`config.mk`:
```
export PLATFORM = sky130hd
export DESIGN_NAME = hsrc_seq
export DESIGN_NICKNAME = d
export VERILOG_FILES = /design/src/rtl/hsrc_seq.sv
export SDC_FILE = /design/constraint.sdc
export NUM_CORES = 1
export LEC_CHECK = 0
export BUFFER_PORTS_ARGS = -buffer_cell sky130_fd_sc_hd__clkbuf_2
export CAP_MARGIN = 20
export CORE_MARGIN = 2
export CORE_UTILIZATION = 50
export CTS_BUF_LIST = sky130_fd_sc_hd__clkbuf_2
export CTS_CLUSTER_SIZE = 25
export DETAILED_ROUTE_END_ITERATION = 8
export GPL_TIMING_DRIVEN = 0
export PLACE_DENSITY = 0.76
export SLEW_MARGIN = 20
export SYNTH_ARGS = -nofsm -noshare
export SYNTH_HDL_FRONTEND = slang
export SYNTH_SLANG_ARGS = --single-unit
```
`constraint.sdc`:
```
create_clock -name clk -period 4.9 [get_ports clk]
set_input_delay 0.245 -clock clk [delete_from_list [all_inputs] [get_ports clk]]
set_output_delay 0.245 -clock clk [all_outputs]
set_load 0.01 [all_outputs]
```
`src/rtl/hsrc_seq.sv`:
```
module hsrc_seq #(
  parameter int DW  = 32,
  parameter int BL  = 256,
  parameter int LW  = 16,
  parameter int CRW = 8
) (
  input  logic                       clk,
  input  logic                       rst_n,
  input  logic                       conn_req,
  input  logic [DW-1:0]              ifield,
  input  logic                       pkt_start,
  input  logic [LW-1:0]              pkt_len,
  input  logic                       self_test,
  input  logic [DW-1:0]              fifo_data,
  input  logic [$clog2(BL):0]        fifo_cnt,
  output logic                       fifo_rd,
  input  logic                       ch_connect,
  input  logic                       ch_ready,
  output logic                       ch_req,
  output logic                       ch_pkt,
  output logic                       ch_burst,
  output logic [DW-1:0]              ch_data,
  output logic [DW/8-1:0]            ch_par,
  output logic                       ch_icon,
  output logic                       st_conn,
  output logic                       st_err
);
  localparam int NB  = DW / 8;
  localparam int BLW = $clog2(BL);
  localparam int BCW = BLW + 1;

  typedef enum logic [2:0] {S_IDLE, S_REQ, S_CONN, S_GAP, S_DATA, S_CHK} st_t;

  st_t            state;
  logic [LW-1:0]  rem;
  logic [BCW-1:0] bcnt;
  logic [CRW-1:0] credit;
  logic [DW-1:0]  llrc;
  logic           err;

  logic           live, lost, go_burst, in_pkt, on;
  logic [BCW-1:0] blen;

  assign on       = !self_test;
  assign in_pkt   = state inside {S_GAP, S_DATA, S_CHK};
  assign live     = state == S_CONN || in_pkt;
  assign lost     = live && !ch_connect;
  assign blen     = (rem[BLW-1:0] == '0) ? BCW'(BL) : {1'b0, rem[BLW-1:0]};
  assign go_burst = state == S_GAP && credit != '0 && fifo_cnt >= blen;

  always_ff @(posedge clk or negedge rst_n) begin
    if (!rst_n) begin
      state  <= S_IDLE;
      rem    <= '0;
      bcnt   <= '0;
      credit <= '0;
      llrc   <= '0;
      err    <= 1'b0;
    end else begin
      if (lost)
        err <= 1'b1;
      else if (state == S_IDLE && !conn_req)
        err <= 1'b0;

      if (!live || lost || self_test)
        credit <= '0;
      else if (go_burst && !ch_ready)
        credit <= credit - 1'b1;
      else if (!go_burst && ch_ready && credit != '1)
        credit <= credit + 1'b1;

      if (self_test || lost) begin
        state <= S_IDLE;
      end else begin
        case (state)
          S_IDLE: if (conn_req && !err) state <= S_REQ;
          S_REQ: begin
            if (!conn_req)       state <= S_IDLE;
            else if (ch_connect) state <= S_CONN;
          end
          S_CONN: begin
            if (!conn_req) begin
              state <= S_IDLE;
            end else if (pkt_start && pkt_len != '0) begin
              rem   <= pkt_len;
              state <= S_GAP;
            end
          end
          S_GAP: begin
            if (go_burst) begin
              bcnt  <= blen;
              llrc  <= '0;
              state <= S_DATA;
            end
          end
          S_DATA: begin
            llrc <= llrc ^ fifo_data;
            bcnt <= bcnt - 1'b1;
            rem  <= rem - 1'b1;
            if (bcnt == BCW'(1)) state <= S_CHK;
          end
          S_CHK: state <= (rem == '0) ? S_CONN : S_GAP;
          default: state <= S_IDLE;
        endcase
      end
    end
  end

  assign ch_icon  = on;
  assign ch_req   = on && state != S_IDLE;
  assign ch_pkt   = on && in_pkt;
  assign ch_burst = on && state == S_DATA;
  assign fifo_rd  = ch_burst;
  assign st_conn  = live;
  assign st_err   = err;

  always_comb begin
    ch_data = '0;
    if (on) begin
      case (state)
        S_REQ:   ch_data = ifield;
        S_DATA:  ch_data = fifo_data;
        S_CHK:   ch_data = llrc;
        default: ch_data = '0;
      endcase
    end
  end

  for (genvar i = 0; i < NB; i++) begin : g_par
    assign ch_par[i] = ~^ch_data[8*i +: 8];
  end
endmodule


```
# == Yosys cells after proc, flatten, opt, wreduce, memory -nomap -nowiden ==
# Index checks and enable logic that the tools add are counted.
# totals
ff_bits,69
inputBits,96
# op_classes
addsub,4
magnitude_cmp,1
eq_ne,15
mux,25
n_bitwise,2
reduce_logical,41
# op_table
operator,count
32-bit case mux with 3 select lines,1
32-bit two-way mux,2
32-bit case mux with 2 select lines,1
16-bit two-way mux,2
16-bit case mux with 2 select lines,1
8-bit XNOR reduction,4
32-bit XOR,1
3-bit two-way mux,8
8-bit two-way mux,3
9-bit two-way mux,2
3-bit case mux with 6 select lines,1
9-bit case mux with 2 select lines,1
16-bit zero test,1
16-bit nonzero test,1
"16-bit by 1-bit subtractor with 16-bit output, second input constant",1
1-bit logical AND,12
"9-bit by 1-bit equality test with 1-bit output, second input constant",1
9-bit greater-or-equal comparator,1
3-bit nonzero test,3
"9-bit by 1-bit subtractor with 9-bit output, second input constant",1
"8-bit by 1-bit adder with 8-bit output, second input constant",1
8-bit zero test,1
"8-bit inequality test, second input constant",1
8-bit nonzero test,1
19 further kinds,36

# == Logic depth before layout (Yosys ltp) ==
# logic_depth
word_depth,10
depth_mapped,20

# == Least setup slack after synthesis ==
# Ideal clock, no wire load.
# synth_timing
path_type,register -> register
from,register rem[0]
to,register credit[7]
setup_time_ps,80
t_arrival_ps,3946
required_time_ps,4820
setup_slack_ps,874
stages_incl_launch_ff,20
n_path_buf,1
path_cell_list,dfrtp_1 inv_1 ha_1 nand2_1 nor3_1 nand2_1 clkbuf_1 ha_1 nand4_1 nor4_1 o31ai_1 inv_1 ha_1 a21o_1 a211oi_1 nor2_1 o41ai_1 xnor2_1 or3_1 a21oi_1
# synth_between
elab_chain_cells,8
# synth_rtl
element,line_no,text
start: declaration,35,logic [LW-1:0] rem;
start signal: assignment,85,rem <= pkt_len;
start signal: assignment,99,rem <= rem - 1'b1;
8-bit zero test,48,"assign blen = (rem[BLW-1:0] == '0) ? BCW'(BL) : {1'b0, rem[BLW-1:0]};"
9-bit two-way mux *,48,
9-bit greater-or-equal comparator *,49,assign go_burst = state == S_GAP && credit != '0 && fifo_cnt >= blen;
1-bit logical AND *,49,
1-bit zero test,69,else if (!go_burst && ch_ready && credit != '1)
1-bit logical AND (2 in series),69,
3-bit nonzero test (no source line),n/a,
end signal: assignment,68,credit <= credit - 1'b1;
end signal: assignment,70,credit <= credit + 1'b1;
end: declaration,37,logic [CRW-1:0] credit;
# Mark *: on every way between the ends. The rest lies on a longest branch, timed or not.
# A chain may end at the register's enable or synchronous reset.

# == Worst setup path after layout ==
# Same ends and word-level chain as after synthesis.

==> key figures <==
Floorplan
  • Ports: ~140
  • Die Y: 108 um
  • Std-Cell Rows: 38
  • Die Wd: between 100 and 150 um
  • Core area: around 11000 um2
  • Initial Utilization: 0.506
  • Die area: 11700 um2

Synthesis
  • Simple logic cell fraction of the synthesized area: 0.203
  • Mapped Area: between 5000 and 6000 um2
  • Post-Synth Adder-Cell Area: 0.0451
  • Synth top area share: 0.317
  • Sequential area share after synthesis: 0.317
  • Synth Area in Compound Gates: 0.250
  • Syn Inst Count: around 690
  • Main area contributors after synthesis: dfrtp_1 (32%), o21ai_0 (9.0%), nor2_1 (6.9%)
  • Synth Warn #: 0
  • Mean Syn Cell Area: 7.84 um2
  • Post-Syn Nets: 809
  • Async S/R FF share, synth: 1.00
  • Yosys top cell by area: dfrtp_1
  • Mux share of post-synthesis cell area: 0.0732
  • XOR/XNOR Fraction of Synth Area: 0.0577
  • Register bit total from synthesis: 69
  • Main synth FF type: dfrtp_1
  • Largest family of logic cells by synthesized area: compound AO/OA/AOI/OAI gates
  • Number of flops mapped to enable cells by yosys: 0
  • Distinct cells, synth: 58

Hold path
  • Hold path depth: 3
  • HP Class: input pin to flip-flop
  • Hold path start: pkt_len[8]
  • Sink of the worst hold path: rem[8]$_DFFE_PN0P_

Global route
  • First-pass GRT wire length: roughly 28000 um
  • Global route overflow: 0
  • Initial antenna violation count: 0
  • Largest net degree at the start of global routing: 41
  • Via count of the first global-routing pass: 5927
  • GRT Overall Usage: 0.299

Timing
  • Final setup viols: 0
  • Tmin final: 4610 ps
  • Final Max Slew Viols: 0
  • Worst-margin pin slew: 978 ps
  • Count of final hold-check violations: 0
  • Slew headroom: 0.343
  • Worst setup margin: 291 ps
  • Crit share post-route: 0.941
  • Clk_skew: approximately 34 ps
  • Fmax: 217 MHz

Placement
  • Hpwl dp: 12500 um
  • Routability cong.: 0.924
  • Port Buf Inserts: about 140
  • Pre-CTS setup slack: -31.4 ps

Clock tree
  • TritonCTS clock tree: done
  • TritonCTS Sinks: 69
  • Clock slew seen by the registers of the worst setup and hold paths: roughly 200 ps
  • Total CTS buffers: 9
  • Root buffer cell: clkbuf_2
  • H-Tree Depth: 3
  • Clock Path Buffers: 2
  • Clock Latency Late Sink: ~530 ps

Worst setup path
  • R2R Path Start: rem[0]$_DFFE_PN0P_
  • RR Endpoint: credit[7]$_DFFE_PN0P_
  • Critical Path RT: 5330 ps
  • Slack of the worst reg-to-reg path: between 200 and 300 ps
  • CP max FO: 11
  • Worst R2R Path Depth: 19
  • Worst setup EP type: flip-flop
  • Setup crit start kind: flip-flop
  • Crit Path Class: flip-flop to flip-flop
  • Crit path DAT: 5040 ps

Cells and area
  • Commonest non-fill, non-tap cell in the layout: clkbuf_2
  • Layout area overhead: 24.2%
  • Filler cells: 962
  • Share of cells above drive strength 1: 0.251
  • Final net count: between 900 and 1000
  • Ant diodes: 0
  • Most frequent cells in the layout: clkbuf_2 (147), nor2_1 (100), o21ai_0 (98), dfrtp_1 (69), nand2_1 (64)

Drt
  • Post-DR wirelength/cell: 16.7 um
  • Final wirelength: 17100 um
  • Drt via density: slightly below 6
  • Drc violations: 0
  • Iter 0 DRT Violations: between 500 and 600
  • Vias: 5990
  • First-pass DRT Iterations: 5
  • Antenna viol nets, final: 0

Run
  • Max_cap viols: 0

Power
  • Reg power frac: 0.440
  • VDD IR max: 162 uV
  • Pint: 0.000989 W
  • Logic gate share of total power: 0.395
  • Sw Ratio: 0.381
  • Pwr/cell area: between 200 and 250 nW/um2
  • P_leak: 3.00 nW
  • Clock Power Share: 0.165
  • Pwr Total: ~0.0016 W
  • Switch Pwr: slightly above 0.0006 W

Run status
  • Status: finished, final reports clean
==> stage by stage <==
step / cell area, um2 / std cells / util / setup TNS (ps) / hold WS (ps)
4_1_cts: 6730 / 1021 / 0.626 / 0 / 1.02
3_3_place_gp: 6300 / 972 / 0.587 / 0 / 463
3_5_place_dp: 6330 / 973 / 0.589 / -31.4 / 246
6_report: 6750 / 1020 / 0.629 / 0 / 12.5
5_1_grt: 6750 / 1020 / 0.629 / -32.1 / 0.940
2_1_floorplan: 5440 / 694 / - / 0 / -50.6
==> worst max-delay path: stages (launching register included) <==
cell	delay (ps)
dfrtp_1	450
inv_1	110
ha_1	190
nand2_1	150
nor3_4	240
nand2_1	330
nand2_1	170
ha_1	230
a211oi_1	390
nor4_4	100
o31ai_2	270
inv_2	150
ha_1	290
a21o_1	170
a211oi_1	230
nor2_1	100
o41ai_1	310
xnor2_1	140
or3_1	330
a21oi_1	160
==> synthesized netlist by cell type, drive strengths merged (4+ instances only) <==
cell and number:
a211oi 9, a21oi 51, a22oi 33, and2 5, buf 15, clkbuf 28
dfrtp 69, ha 18, inv 20, mux2 27, mux2i 9, nand2 64
nand3 9, nand4 4, nor2 100, nor2b 4, nor3 10, nor3b 4
nor4 10, o21ai 100, o311ai 4, or2 24, xnor2 29, xor2 6
==> how the worst max path moves through the flow <==
stage / startpoint / slack, ps / to
6_report: rem[0]$_DFFE_PN0P_ / 290 / credit[7]$_DFFE_PN0P_
5_1_grt: rem[0]$_DFFE_PN0P_ / -30 / credit[7]$_DFFE_PN0P_
4_1_cts: rem[0]$_DFFE_PN0P_ / 90 / credit[7]$_DFFE_PN0P_
3_5_place_dp: rem[1]$_DFFE_PN0P_ / -30 / credit[7]$_DFFE_PN0P_
3_3_place_gp: rem[1]$_DFFE_PN0P_ / 150 / credit[7]$_DFFE_PN0P_
2_1_floorplan: rem[0]$_DFFE_PN0P_ / 870 / credit[7]$_DFFE_PN0P_
==> power groups by stage <==
stage	combinational, W	clock [W]	sequential [W]
5_1_grt	0.000701	0.000290	0.000713
6_report	0.000631	0.000263	0.000703
3_3_place_gp	0.000576	0	0.000704
4_1_cts	0.000619	0.000264	0.000698
3_5_place_dp	0.000595	0	0.000708
2_1_floorplan	0.000422	0	0.000688
==> layer usage <==
layer  GRT usage  vias up  routed length (um)
met5           0        -                   0
met4       0.121        0                 374
met3      0.0398       35                1110
met2       0.513      257                8430
met1       0.380     2855                7170
li1            -     2843                   -
==> kinds of logic after synthesis <==
kind of cell             Yosys count
flip-flops                        69
adder cells (fa/ha/maj)           19
AO/OA/AOI/OAI                    228
XOR/XNOR                          35
multiplexers                      36
buffers and inverters             63
AND/OR/NAND/NOR                  244
==> sequential cells by signal, indices dropped and copies added, names as in the netlist <==
name and flops:
llrc 32, rem 16, bcnt 9, credit 8
state 3, st_err 1
==> timing repair <==
action,4_1_cts,5_1_grt
gates resized for setup,1,5
hold buffers,33,0
buffers inserted,0,0
setup endpoints to repair,1,2
endpoints found under the hold margin,61,0
==> final cells by class <==
class / instances / area, um2 / area share
sequential: 69 / 1730 / 0.256
timing repair buffer: 172 / 1040 / 0.155
buffer: 42 / 209 / 0.0309
clock buffer: 10 / 50.0 / 0.00741
tap: 140 / 175 / 0.0259
multi-input combinational: 562 / 3460 / 0.512
inverter: 20 / 75.1 / 0.0111
clock inverter: 5 / 18.8 / 0.00278
Note: power is estimated with default switching activity, not from simulation.
